**src/rtl/snap_pkg.sv**
```systemverilog
package snap_pkg;
  localparam int unsigned SNAP_CNT_W  = 60;
  localparam int unsigned SNAP_TAG_W  = 4;
  localparam int unsigned SNAP_SYNC_N = 2;
endpackage

```
**src/rtl/snap_sync.sv**
```systemverilog
module snap_sync #(
  parameter int unsigned WIDTH  = 1,
  parameter int unsigned STAGES = 2,
  parameter logic [WIDTH-1:0] RST_VAL = '0
) (
  input  logic             clk,
  input  logic             rst_n,
  input  logic [WIDTH-1:0] d_i,
  output logic [WIDTH-1:0] q_o
);
  genvar b;
  generate
    for (b = 0; b < WIDTH; b++) begin : g_bit
      logic [STAGES-1:0] chain_q;
      logic [STAGES-1:0] chain_d;
      always_comb chain_d = {chain_q[STAGES-2:0], d_i[b]};
      always_ff @(posedge clk or negedge rst_n) begin
        if (!rst_n) chain_q <= {STAGES{RST_VAL[b]}};
        else        chain_q <= chain_d;
      end
      assign q_o[b] = chain_q[STAGES-1];
    end
  endgenerate
endmodule

```
**src/rtl/snap_counter.sv**
```systemverilog
module snap_counter #(
  parameter int unsigned CNT_W = 60
) (
  input  logic             clk,
  input  logic             rst_n,
  output logic [CNT_W-1:0] count_o
);
  logic [CNT_W-1:0] count_q;
  logic [CNT_W-1:0] count_d;

  always_comb count_d = count_q + {{(CNT_W-1){1'b0}}, 1'b1};

  always_ff @(posedge clk or negedge rst_n) begin
    if (!rst_n) count_q <= '0;
    else        count_q <= count_d;
  end

  assign count_o = count_q;
endmodule

```
**src/rtl/snap_shifter.sv**
```systemverilog
module snap_shifter #(
  parameter int unsigned FRAME_W = 64
) (
  input  logic               clk,
  input  logic               rst_n,
  input  logic               cs_idle_i,
  input  logic               sclk_s_i,
  input  logic [FRAME_W-1:0] frame_i,
  output logic               sclk_fall_o,
  output logic [FRAME_W-1:0] shift_o,
  output logic               miso_o
);
  logic               sclk_prev_q;
  logic [FRAME_W-1:0] shift_q;
  logic [FRAME_W-1:0] shift_d;
  logic               shift_en;
  logic               sclk_fall;

  always_comb begin
    sclk_fall = sclk_prev_q & ~sclk_s_i;
    shift_en  = cs_idle_i | sclk_fall;
    if (cs_idle_i) shift_d = frame_i;
    else           shift_d = {shift_q[FRAME_W-2:0], 1'b0};
  end

  always_ff @(posedge clk or negedge rst_n) begin
    if (!rst_n) sclk_prev_q <= 1'b0;
    else        sclk_prev_q <= sclk_s_i;
  end

  always_ff @(posedge clk or negedge rst_n) begin
    if (!rst_n)        shift_q <= '0;
    else if (shift_en) shift_q <= shift_d;
  end

  assign sclk_fall_o = sclk_fall;
  assign shift_o     = shift_q;
  assign miso_o      = shift_q[FRAME_W-1] & ~cs_idle_i;
endmodule

```
**src/rtl/ctr_snap_spi.sv**
```systemverilog
module ctr_snap_spi
  import snap_pkg::*;
#(
  parameter int unsigned CNT_W  = SNAP_CNT_W,
  parameter int unsigned TAG_W  = SNAP_TAG_W,
  parameter int unsigned SYNC_N = SNAP_SYNC_N,
  parameter logic [TAG_W-1:0] TAG = '1
) (
  input  logic clk_ref,
  input  logic rst_n,
  input  logic spi_sclk,
  input  logic spi_cs_n,
  output logic spi_miso
);
  localparam int unsigned FRAME_W = CNT_W + TAG_W;

  logic               core_rst_n;
  logic [1:0]         pins_s;
  logic               cs_idle;
  logic               sclk_s;
  logic               sclk_fall;
  logic [CNT_W-1:0]   cnt_value;
  logic [FRAME_W-1:0] frame_word;
  logic [FRAME_W-1:0] shift_value;

  snap_sync #(.WIDTH(1), .STAGES(SYNC_N), .RST_VAL(1'b0)) rst_sync_i (
    .clk(clk_ref), .rst_n(rst_n), .d_i(1'b1), .q_o(core_rst_n)
  );

  snap_sync #(.WIDTH(2), .STAGES(SYNC_N), .RST_VAL(2'b10)) pin_sync_i (
    .clk(clk_ref), .rst_n(core_rst_n), .d_i({spi_cs_n, spi_sclk}), .q_o(pins_s)
  );

  assign cs_idle = pins_s[1];
  assign sclk_s  = pins_s[0];

  snap_counter #(.CNT_W(CNT_W)) counter_i (
    .clk(clk_ref), .rst_n(core_rst_n), .count_o(cnt_value)
  );

  assign frame_word = {cnt_value, TAG};

  snap_shifter #(.FRAME_W(FRAME_W)) shifter_i (
    .clk(clk_ref), .rst_n(core_rst_n), .cs_idle_i(cs_idle), .sclk_s_i(sclk_s),
    .frame_i(frame_word), .sclk_fall_o(sclk_fall), .shift_o(shift_value),
    .miso_o(spi_miso)
  );
endmodule

```
**config.mk**
```make
export PLATFORM = sky130hd
export DESIGN_NAME = ctr_snap_spi
export DESIGN_NICKNAME = d
export VERILOG_FILES = /design/src/rtl/snap_pkg.sv /design/src/rtl/snap_sync.sv /design/src/rtl/snap_counter.sv /design/src/rtl/snap_shifter.sv /design/src/rtl/ctr_snap_spi.sv
export SDC_FILE = /design/constraint.sdc
export NUM_CORES = 1
export LEC_CHECK = 0
export BUFFER_PORTS_ARGS = -buffer_cell sky130_fd_sc_hd__buf_2
export CAP_MARGIN = 25
export CELL_PAD_IN_SITES_DETAIL_PLACEMENT = 1
export CELL_PAD_IN_SITES_GLOBAL_PLACEMENT = 1
export CORE_UTILIZATION = 46
export DETAILED_ROUTE_END_ITERATION = 6
export GPL_ROUTABILITY_DRIVEN = 0
export GPL_TIMING_DRIVEN = 0
export PLACE_DENSITY_LB_ADDON = 0.1
export SYNTH_ARGS = -nofsm -noshare
export SYNTH_HDL_FRONTEND = slang
export SYNTH_HIERARCHICAL = 1
export SYNTH_SLANG_ARGS = --single-unit
export TNS_END_PERCENT = 30
```
**constraint.sdc**
```tcl
create_clock -name clk_ref -period 8.5 [get_ports clk_ref]
set_input_delay 0.85 -clock clk_ref [delete_from_list [all_inputs] [get_ports clk_ref]]
set_output_delay 0.85 -clock clk_ref [all_outputs]
set_load 0.05 [all_outputs]
```
# Word-level counts from Yosys, hierarchy flattened
# Cells that the tools add are included.
[totals]
reg_bits = 131
inputBits = 4
out_inout_bits = 1
[classes]
n_mux = 1
bitwise = 5
addsub = 1
[ops]
columns = ["operator", "count"]
rows = [
  ["$mux W64", 1],
  ["$add A60 B1 Y60 const B", 1],
  ["$and A1 B1 Y1", 2],
  ["$not A1 Y1", 2],
  ["$or A1 B1 Y1", 1],
]

# Logic depth before layout (Yosys ltp)
[logic_depth]
depth_word = 3
depth_mapped = 7
depth_no_buf = 6

# Hierarchy
# The synthesis kept the hierarchy.
[by_module_without_submodules]
columns = ["module", "n_inst", "area_each_um2", "cells_each"]
rows = [
  ["snap_shifter", 1, 3749.8, 301],
  ["snap_counter", 1, 2874.0, 255],
  ["snap_sync at pin_sync_i", 1, 117.6, 6],
  ["snap_sync at rst_sync_i", 1, 50.0, 2],
  ["ctr_snap_spi", 1, 3.8, 1],
]

# Worst setup path before layout
# No wires, ideal clock.
[synth_path]
path_type = "flip-flop to output port"
startpoint = "reg pin_sync_i.g_bit[1].chain_q[1]"
endpoint = "out spi_miso"
slack_ns = 6.209
arrival_time_ns = 1.441
n_path_buf = 3
path_stages_with_launch = 5
cell_sequence = "dfstp_2 -> buf_4 -> buf_6 -> buf_6 -> nor2b_1"
[synth_via]
elab_chain_len = 2
[synth_lines]
columns = ["element", "line_no", "text"]
rows = [
  ["from (decl)", "snap_sync.sv:14", "logic [STAGES-1:0] chain_q;"],
  ["from (signal assigned)", "snap_sync.sv:18", "if (!rst_n) chain_q <= {STAGES{RST_VAL[b]}};"],
  ["from (signal assigned)", "snap_sync.sv:19", "else chain_q <= chain_d;"],
  ["$not A1 Y1", "snap_shifter.sv:38", "assign miso_o = shift_q[FRAME_W-1] & ~cs_idle_i;"],
  ["$and A1 B1 Y1", "snap_shifter.sv:38", ""],
  ["to (decl)", "ctr_snap_spi.sv:13", "output logic spi_miso"],
]
# Every way passes these cells.

# Final worst setup path
# Ends and elaborated chain as after synthesis.

==> results.md <==
* Run status: complete, no violations
* Worst rel slew slack at 40.3%
* WP depth at 5
* Gr ovfl total at 0
* Yosys Warn Count at 6
* # DRC at 0
* Ports at 5
* Avg WL per Cell at 21.1 um
* TritonCTS buffer count at 17
* Area of the die at 15300 um^2
* CTS H-tree lvls at 4
* Seq/Total Area, Yosys at 48.3%
* Vias per cell at 5.96
* Clock Skew at 0.0106 ns
* CP Class: flip-flop to output pin
* Antenna diode count at 0
* Pins Over Slew Limit at 0
* First-pass GRT wire length at 27800 um
* Storage cell area at 3280 um^2
* CP startpoint: pin_sync_i/g_bit[1].chain_q[1]$_DFF_PN1_
* Leak at 0.00368 uW
* DIE WIDTH at 124 um
* Worst VDD drop at 0.144 mV
* Synth unique cells at 36
* Most frequent CP cell: buf_6
* Max-cap viol count at 0
* Vias in the first global route at 5176
* Pint at 1160 uW
* Hold slack final at 0.205 ns
* Initial antenna violation count at 0
* Measured slew at the worst slew-check pin at 0.895 ns
* Cell count after placement at 758
* CTS tree: yes
* Setup TNS Final at 0 ns
* Switching share of power at 22.6%
* RSZ-0062 raised after global routing: no
* Die Span Y at 124 um
* CTS resizes at 0
* RR Startpoint: counter_i/count_o[0]$_DFF_PN0_
* Share of cells above drive strength 1 at 18.3%
* Final Hold Viols at 0
* WP data required at 7.65 ns
* Pwr Density at 194 nW/um^2
* Clk sink count at 131
* Detailed Routing Iterations Pass 1 at 4
* Clock buffer depth at 2
* Synthesized area at 6800 um^2
* Wirelength, routed at 16700 um
* Post-layout util at 53.4%
* Critical path's top delay family: buffers and inverters
* Crit path launch type: flip-flop
* Standard-cell rows at 44
* Final WS setup at 5.99 ns
* Hold_buf cts at 0
* Overall routing resource usage at 24.1%
* Clk Latency, worst-skew pair at 0.42 ns
* Most common cell after layout, fill and taps aside: dfrtp_1
* Number of synthesized register bits at 131
* Critical path's slowest cell: dfstp_2
* Crit-path max cell delay at 0.53 ns
* IO Port Bufs at 4
* Fillers at 1466
* CTS clk-pin slew, worst paths at 0.06 ns
* Final ANT Viol Nets at 0
* Sum of buffers and inverters on the critical path at 4
* Place WS at 6.12 ns
* Worst-path fanout max at 10
* Clk root buf: clkbuf_16
* Hold WC Path Type: input port to asynchronous set/reset pin
* DP Wirelength at 11000 um
* Commonest cells after routing, fill and taps aside: 128 x dfrtp_1, 63 x a221o_1, 55 x nor2b_1, 42 x and4bb_1, 33 x xor2_1
* Area of the multi-input gates at 3180 um^2
* Min Clock Period, post-route at 2.51 ns
* Comb power frac at 4.6%
* Reg power frac at 42.6%
* Crit path cell chain: buf_4, buf_6, buf_6, nor2b_1, buf_2
* Synthesis-to-finish area growth at 13.7%
* Clock power share at 52.8%
* Via count of the routed design at 4711
* Initial core utilization at 46.9%
* Endpoint type of the worst setup path: output pin
* Post-route insts no fill at 790
* Gate count of the mapped netlist at 565
* Final nets at 598
* Post-Syn Area per Cell at 12.0 um^2
* Final setup fails at 0
* Switching Power at 339 uW
* Final Cycle Share at 29.5%
* Core area at 14500 um^2
* Largest net degree at the start of global routing at 66
* DR iter-0 viols at 357
* F_max at 399 MHz
* R2R depth at 6
* CP arrival at 1.66 ns
* Post-CTS setup buffer count at 0
metrics by stage:
step	power [uW]	instance area, um^2
after global routing	1550	7730
after CTS	1520	7730
after floorplan	696	6810
after global placement	716	7060
after detailed placement	720	7090
final	1500	7730
synth_stat cells, drive strengths merged:
cell type	instances	area (um^2)
nand3	21	115
and3	2	12.5
nor3	16	114
nor2	24	90.1
buf	32	253
inv	14	52.6
a221o	63	631
clkbuf	13	48.8
and4bb	60	751
nor2b	55	344
dfstp	2	52.6
xor2	33	289
o21ai	1	5.00
and2	1	6.26
conb	1	3.75
and2b	8	60.1
ha	1	12.5
nand2b	2	20.0
nor4bb	3	30.0
or4	1	11.3
xnor2	25	219
nor4	15	176
dfrtp	129	3230
nand2	21	81.3
nand4	22	189
power groups by stage:
stage | clock network [uW] | logic [uW] | registers (uW)
after floorplan | 0 | 44.0 | 652
after global placement | 0 | 60.1 | 656
after detailed placement | 0 | 69.4 | 651
after CTS | 807 | 69.8 | 640
after global routing | 834 | 74.8 | 641
final | 793 | 69.3 | 639
layer usage:
metal	vias to the layer above	share of wire, %	track usage, %	wire, um
li1	2151	-	-	-
met1	2483	48	33.0	7930
met2	66	49	38.3	8180
met3	11	2.3	5.12	391
met4	0	0.94	7.08	157
met5	-	0	0	0
worst reg2reg max path: stages (launching register included):
cell	delay [ns]
dfrtp_1	0.43
ha_1	0.22
nand3_1	0.29
nor4_1	0.59
nand4_1	0.38
nor3_1	0.27
xor2_1	0.17
path summary, 6_finish.rpt:
path / end / slack (ns)
hold / removal: rst_sync_i/g_bit[0].chain_q[1]$_DFF_PN0_ / 0.21
min in group clk_ref: rst_sync_i/g_bit[0].chain_q[1]$_DFF_PN0_ / 0.35
setup reg to reg: counter_i/count_o[56]$_DFF_PN0_ / 6.09
setup / recovery: spi_miso / 5.99
max in group asynchronous: pin_sync_i/g_bit[1].chain_q[1]$_DFF_PN1_ / 7.21
hold reg to reg: rst_sync_i/g_bit[0].chain_q[1]$_DFF_PN0_ / 0.35
flip-flops by register name, summed over array words and instances, names as in the netlist:
register	flops
counter_i/count_o	60
rst_sync_i/g_bit.chain_q	2
pin_sync_i/g_bit.chain_q	4
shifter_i/shift_o	64
shifter_i/sclk_prev_q	1
cell families (layout without fill, tap and decap cells):
logic type               Yosys count  in the layout  synth area share [%]
AND/OR/NAND/NOR                  251            251                  29.4
XOR/XNOR                          58             58                  7.48
other                              1              5                0.0552
AO/OA/AOI/OAI                     64             64                  9.35
adder cells (fa/ha/maj)            1              1                 0.184
buffers and inverters             59             96                  5.21
flip-flops                       131            131                  48.3
cell type report:
class,count,area share (%)
sequential,131,42.5
buffer,45,3.90
inverter,14,0.680
clock inverter,13,2.35
clock buffer,19,5.86
tap,184,2.98
multi-input combinational,379,41.1
timing repair buffer,5,0.615
Power figures use the tool's default switching activity.
